--- src/rtl/bwp_pkg.sv ---
package bwp_pkg;

    // Default geometry of the regulator
    localparam int DEF_LEN_W  = 12;  // packet byte length
    localparam int DEF_INT_W  = 20;  // integer bytes held in the balance
    localparam int DEF_FRAC_W = 4;   // fractional bits of balance and rate
    localparam int DEF_RATE_W = 12;  // drain rate register width (fixed point)

    // Configuration target selector
    typedef enum logic {
        CFG_RATE = 1'b0,
        CFG_MARK = 1'b1
    } cfg_sel_e;

    // Result of one balance update step
    typedef enum logic [1:0] {
        STEP_NORMAL = 2'd0,
        STEP_FLOOR  = 2'd1,
        STEP_CEIL   = 2'd2
    } step_kind_e;

endpackage

--- src/rtl/bwp_cfg_regs.sv ---
module bwp_cfg_regs
    import bwp_pkg::*;
#(
    parameter int INT_W  = DEF_INT_W,
    parameter int RATE_W = DEF_RATE_W
) (
    input  logic              clk,
    input  logic              rst,
    input  logic              we,
    input  cfg_sel_e          sel,
    input  logic [INT_W-1:0]  wdata,
    output logic [RATE_W-1:0] rate_q,
    output logic [INT_W-1:0]  mark_q
);

    always_ff @(posedge clk) begin
        if (rst) begin
            rate_q <= '0;
            mark_q <= '0;
        end else if (we) begin
            case (sel)
                CFG_RATE: rate_q <= wdata[RATE_W-1:0];
                CFG_MARK: mark_q <= wdata;
                default:  ;
            endcase
        end
    end

    assert_mark_write_R8: assert property (@(posedge clk) disable iff (rst)
        (we && sel == CFG_MARK) |=> (mark_q == $past(wdata)));

    assert_rate_write_R8: assert property (@(posedge clk) disable iff (rst)
        (we && sel == CFG_RATE) |=> (rate_q == $past(wdata[RATE_W-1:0])));

    assert_cfg_hold_R8: assert property (@(posedge clk) disable iff (rst)
        !we |=> ($stable(rate_q) && $stable(mark_q)));

endmodule

--- src/rtl/bwp_balance.sv ---
module bwp_balance
    import bwp_pkg::*;
#(
    parameter int LEN_W  = DEF_LEN_W,
    parameter int INT_W  = DEF_INT_W,
    parameter int FRAC_W = DEF_FRAC_W,
    parameter int RATE_W = DEF_RATE_W
) (
    input  logic                    clk,
    input  logic                    rst,
    input  logic                    add_en,
    input  logic [LEN_W-1:0]        add_len,
    input  logic [RATE_W-1:0]       rate,
    output logic [INT_W+FRAC_W-1:0] bal_q,
    output step_kind_e              kind
);

    localparam int BAL_W = INT_W + FRAC_W;
    localparam int SUM_W = BAL_W + 1;
    localparam logic [BAL_W-1:0] BAL_MAX = {BAL_W{1'b1}};

    logic [SUM_W-1:0] add_fx;
    logic [SUM_W-1:0] sum_up;
    logic [SUM_W-1:0] rate_fx;
    logic [SUM_W-1:0] diff;
    logic [BAL_W-1:0] bal_d;

    // packet length converted to fixed point
    always_comb begin
        add_fx = '0;
        if (add_en) begin
            add_fx = SUM_W'(add_len) << FRAC_W;
        end
        rate_fx = SUM_W'(rate);
        sum_up  = {1'b0, bal_q} + add_fx;
        diff    = sum_up - rate_fx;
    end

    // clamp the combined add-and-drain result
    always_comb begin
        if (sum_up < rate_fx) begin
            kind  = STEP_FLOOR;
            bal_d = '0;
        end else if (diff > SUM_W'(BAL_MAX)) begin
            kind  = STEP_CEIL;
            bal_d = BAL_MAX;
        end else begin
            kind  = STEP_NORMAL;
            bal_d = diff[BAL_W-1:0];
        end
    end

    always_ff @(posedge clk) begin
        if (rst) begin
            bal_q <= '0;
        end else begin
            bal_q <= bal_d;
        end
    end

    assert_drain_R3: assert property (@(posedge clk) disable iff (rst)
        (!add_en && (SUM_W'(bal_q) >= SUM_W'(rate)))
        |=> (SUM_W'(bal_q) == SUM_W'($past(bal_q)) - SUM_W'($past(rate))));

    assert_no_underflow_R4: assert property (@(posedge clk) disable iff (rst)
        (!add_en && (SUM_W'(bal_q) < SUM_W'(rate))) |=> (bal_q == '0));

    assert_no_overflow_R5: assert property (@(posedge clk) disable iff (rst)
        (bal_q == BAL_MAX && add_en && ((SUM_W'(add_len) << FRAC_W) >= SUM_W'(rate)))
        |=> (bal_q == BAL_MAX));

    assert_rate_zero_R9: assert property (@(posedge clk) disable iff (rst)
        (!add_en && rate == '0) |=> $stable(bal_q));

    assert_add_R2: assert property (@(posedge clk) disable iff (rst)
        (add_en && rate == '0 && bal_q == '0) |=> (bal_q == (BAL_W'($past(add_len)) << FRAC_W)));

endmodule

--- src/rtl/bwp_pressure.sv ---
module bwp_pressure
    import bwp_pkg::*;
#(
    parameter int INT_W  = DEF_INT_W,
    parameter int FRAC_W = DEF_FRAC_W
) (
    input  logic                    clk,
    input  logic                    rst,
    input  logic                    sample,
    input  logic [INT_W+FRAC_W-1:0] bal,
    input  logic [INT_W-1:0]        mark,
    output logic                    press_q
);

    logic [INT_W-1:0] bal_int;
    logic             under;

    always_comb begin
        bal_int = bal[INT_W+FRAC_W-1:FRAC_W];
        under   = (bal_int <= mark);
    end

    always_ff @(posedge clk) begin
        if (rst) begin
            press_q <= 1'b1;
        end else if (sample) begin
            press_q <= under;
        end
    end

    assert_hold_R7: assert property (@(posedge clk) disable iff (rst)
        !sample |=> $stable(press_q));

endmodule

--- src/rtl/bw_pressure_gen.sv ---
module bw_pressure_gen
    import bwp_pkg::*;
#(
    parameter int LEN_W  = DEF_LEN_W,
    parameter int INT_W  = DEF_INT_W,
    parameter int FRAC_W = DEF_FRAC_W,
    parameter int RATE_W = DEF_RATE_W
) (
    input  logic             clk,
    input  logic             rst,
    input  logic             pkt_acc,
    input  logic [LEN_W-1:0] pkt_len,
    input  logic             cfg_we,
    input  logic             cfg_sel,
    input  logic [INT_W-1:0] cfg_wdata,
    output logic             pressure
);

    localparam int BAL_W = INT_W + FRAC_W;

    logic [RATE_W-1:0] rate_q;
    logic [INT_W-1:0]  mark_q;
    logic [BAL_W-1:0]  bal_q;
    step_kind_e        step_kind;
    cfg_sel_e          sel_e;

    assign sel_e = cfg_sel_e'(cfg_sel);

    bwp_cfg_regs #(
        .INT_W (INT_W),
        .RATE_W(RATE_W)
    ) u_cfg (
        .clk   (clk),
        .rst   (rst),
        .we    (cfg_we),
        .sel   (sel_e),
        .wdata (cfg_wdata),
        .rate_q(rate_q),
        .mark_q(mark_q)
    );

    bwp_balance #(
        .LEN_W (LEN_W),
        .INT_W (INT_W),
        .FRAC_W(FRAC_W),
        .RATE_W(RATE_W)
    ) u_bal (
        .clk    (clk),
        .rst    (rst),
        .add_en (pkt_acc),
        .add_len(pkt_len),
        .rate   (rate_q),
        .bal_q  (bal_q),
        .kind   (step_kind)
    );

    bwp_pressure #(
        .INT_W (INT_W),
        .FRAC_W(FRAC_W)
    ) u_prs (
        .clk    (clk),
        .rst    (rst),
        .sample (pkt_acc),
        .bal    (bal_q),
        .mark   (mark_q),
        .press_q(pressure)
    );

    // pressure after an accept reflects the pre-packet balance against the watermark
    assert_sample_R6: assert property (@(posedge clk) disable iff (rst)
        pkt_acc |=> (pressure == ($past(bal_q[BAL_W-1:FRAC_W]) <= $past(mark_q))));

    // accept together with drain: when nothing clamps, both terms apply
    assert_combined_R10: assert property (@(posedge clk) disable iff (rst)
        (pkt_acc && step_kind == STEP_NORMAL)
        |=> ((BAL_W+1)'(bal_q) == (BAL_W+1)'($past(bal_q))
             + ((BAL_W+1)'($past(pkt_len)) << FRAC_W) - (BAL_W+1)'($past(rate_q))));

endmodule

--- config.mk ---
export PLATFORM = sky130hd
export DESIGN_NAME = bw_pressure_gen
export DESIGN_NICKNAME = d
export VERILOG_FILES = /design/src/rtl/bwp_pkg.sv /design/src/rtl/bwp_cfg_regs.sv /design/src/rtl/bwp_balance.sv /design/src/rtl/bwp_pressure.sv /design/src/rtl/bw_pressure_gen.sv
export SDC_FILE = /design/constraint.sdc
export NUM_CORES = 1
export LEC_CHECK = 0
export CAP_MARGIN = 20
export CORE_ASPECT_RATIO = 1.4
export CORE_MARGIN = 8
export CORE_UTILIZATION = 50
export CTS_CLUSTER_SIZE = 20
export DETAILED_ROUTE_END_ITERATION = 7
export PLACE_DENSITY = 0.71
export SYNTH_ARGS = -nofsm -noshare
export SYNTH_HDL_FRONTEND = slang
export SYNTH_SLANG_ARGS = --single-unit
--- constraint.sdc ---
create_clock -name clk -period 5 [get_ports clk]
set_input_delay 0.75 -clock clk [delete_from_list [all_inputs] [get_ports clk]]
set_output_delay 0.75 -clock clk [all_outputs]
set_load 0.1 [all_outputs]
==> impl_metrics.toml <==
[run_status]
status = "finished, final reports clean"

[worst_setup_path]
slowest_stage = "clkdlybuf4s50_1"
path_class = "in -> reg"
cp_slowest_stage_delay_ns = 0.47
cp_cell_sequence = "clkdlybuf4s50_1 -> and2_1 -> ha_1 -> inv_1 -> fa_1 -> nand2b_1 -> nand2b_1 -> a21oi_1 -> xnor2_1 -> ha_1 -> a21oi_1 -> a21boi_0 -> o21ai_0 -> a221oi_2 -> o21ai_0 -> nor4b_4 -> nand4_2 -> o21ai_4 -> buf_12 -> a21oi_1"
required_ns = 5.19
cp-start-kind = "primary input"
cp_common_cell = "a21oi_1"
crit_arrival_ns = 4.81
critPathBufInv = 3
end_kind = "register"
critPathTopFamily = "compound AO/OA/AOI/OAI gates"
path_max_fanout = 18

[yosys]
yosys_warnings = 0
ys_ff_latch = 57
yosysUniqueCellTypes = 64
syn_avg_cell_area_sq_um = 8.16
synth_edf_count = 0
ys_seq_area_share_pct = 26.4
synth_area_leaders = "dfxtp_1 26%, ha_1 13%, a21oi_1 7.7%, nand2_1 7.3%, xnor2_1 4.3%"
yosysTopAreaCellShare_pct = 26.4
synthArstFlopShare_pct = 0
muxShareOfSynthArea_pct = 0.464
synth.net_count = 612
yosys.area_share.simple_pct = 19.7
synth_xor_area_share_pct = 6.87
synth_compound_area_share_pct = 26.9
synth_ff_type = "dfxtp_1"
syn_inst = 529
yosys.area_share.adder_pct = 13.7
synth_top_family_by_area = "compound AO/OA/AOI/OAI gates"
yosysTopAreaCell = "dfxtp_1"
syn_area_sq_um = 4320

[floorplanning]
die_area_sq_um = 11900
die_w_microns = 94.5
fp.coreArea_sq_um = 8510
rows = 40
die_y_microns = 126
initial_utilization_pct = 50.7
pin_count = 38

[clocking]
cts_tree = "yes"
cts_sinks = 57
clkSlewWorstSetupHoldPaths_ns = 0.05
cts_buffers = 9
clock_path_buffers = 2
hold_buffers = 0
clkLatencyLatePin_ns = 0.32
cts_root_buf = "clkbuf_16"
cts_htree_levels = 3

[sta]
max-slew-margin-rel_pct = 35.4
report.final.slew_viol_count = 0
finClkSkew_ns = 0.00508
hold_viol_final = 0
min_period_ns = 4.62
worst_pin_slew_ns = 0.966
max_clock_freq_mhz = 216
post-route-period-util_pct = 92.4
rsz0062_at_grt = "false"
fin_tns_setup_ns = 0
setup_viol = 0

[grt]
grt-ovfl-total = 0
grt_usage_pct = 17.7
grt_pass1_wl_microns = 17100
grt_max_degree = 34
grt_pass1_vias = 3782
antenna_found_initial = 0

[worst_hold_path]
hold_class = "reg -> reg"

[final_layout]
mostFrequentLayoutCell = "nand2_1"
drive_gt1_share_pct = 12.5
antennaDiodeCount = 0
layout_common_cells = "84 x nand2_1, 66 x a21oi_1, 57 x dfxtp_1"
area_growth_pct = 20.9
nets = 660

[drt]
wl_microns = 10200
vias = 3766
routedWlPerCell_microns = 14.8
first_pass_iters = 4
antenna_left = 0
drt_iter0_drc = 170
vias_per_cell = 5.48
drc = 0

[pwr]
power.density_nw_per_um2 = 532
ir_drop_mv = 0.320
power.leakage_nw = 2.07
total_power_mw = 2.77

[job]
cap_viol_max_count = 0

[placed_design]
dpl.hpwl_microns = 8050
globalplace.congestion = 0.869
io_buffers = 37
==> path summary, 6_finish.rpt <==
| kind | start | end | depth (start not counted) | slack, ns |
|---|---|---|---|---|
| setup / recovery | pkt_acc | u_bal.bal_q[16]$_SDFF_PP0_ | 20 | 0.38 |
| hold / removal | u_cfg.mark_q[2]$_SDFFE_PP0P_ | u_cfg.mark_q[2]$_SDFFE_PP0P_ | 2 | 0.45 |
| setup reg to reg | u_bal.bal_q[4]$_SDFF_PP0_ | u_bal.bal_q[16]$_SDFF_PP0_ | 18 | 1.00 |
| hold reg to reg | u_cfg.mark_q[2]$_SDFFE_PP0P_ | u_cfg.mark_q[2]$_SDFFE_PP0P_ | 2 | 0.45 |
==> where the power goes <==
part	total (mW)	internal, mW	switching [mW]
sequential	0.624	0.538	0.0861
combinational	1.49	0.681	0.811
clock	0.658	0.460	0.198
==> layer usage <==
metal	GRT usage (%)	wire, microns
met1	22.1	4710
met2	28.3	4870
met3	3.51	365
met4	8.03	252
met5	0	0
==> through the flow <==
stage               cells  setup WS [ns]  instance area, sq um  hold WS [ns]  util (%)
floorplan             529          0.598                  4320         0.436         -
global placement      670         0.0875                  4870         0.444      57.2
detailed placement    670        0.00520                  4870         0.448      57.2
CTS                   686          0.309                  5200         0.454      61.1
global route          687         0.0935                  5220         0.469      61.3
finish                687          0.379                  5220         0.452      61.3
==> area by class of cell <==
cell class | instances | area, sq um
timing repair buffer | 53 | 523
inverter | 45 | 169
clock buffer | 11 | 253
clock inverter | 5 | 77.6
fill | 762 | 3290
tap | 105 | 131
sequential | 57 | 1140
multi-input combinational | 411 | 2920
==> worst min-delay path: stages (launching register included) <==
cell	delay (ns)
dfxtp_1	0.30
nand2_1	0.05
a21oi_1	0.05
==> repair_timing <==
| action | CTS | global route |
|---|---|---|
| setup buffers | 0 | 0 |
| gates resized for setup | 0 | 1 |
| endpoints found under the setup margin | 0 | 23 |
==> cells by family after synthesis <==
group	Yosys count
flip-flops	57
AND/OR/NAND/NOR	171
buffers and inverters	61
adder cells (fa/ha/maj)	46
AO/OA/AOI/OAI	159
XOR/XNOR	33
multiplexers	2
==> cells in the mapped netlist (all sizes together), types with 7 or more instances <==
| cell | instances |
|---|---|
| o21ai | 16 |
| a21oi | 83 |
| nand4 | 7 |
| nand2b | 8 |
| clkbuf | 11 |
| xnor2 | 21 |
| nand3 | 12 |
| dfxtp | 57 |
| ha | 44 |
| xor2 | 12 |
| a21o | 19 |
| and2 | 14 |
| inv | 45 |
| nor2 | 17 |
| nand2 | 85 |
| a211oi | 7 |
==> sequential cells by signal, summed over array words and instances (netlist names) <==
signal,flops
u_bal.bal_q,24
u_cfg.rate_q,12
u_prs.press_q,1
u_cfg.mark_q,20
(Power assumes the default switching activity.)
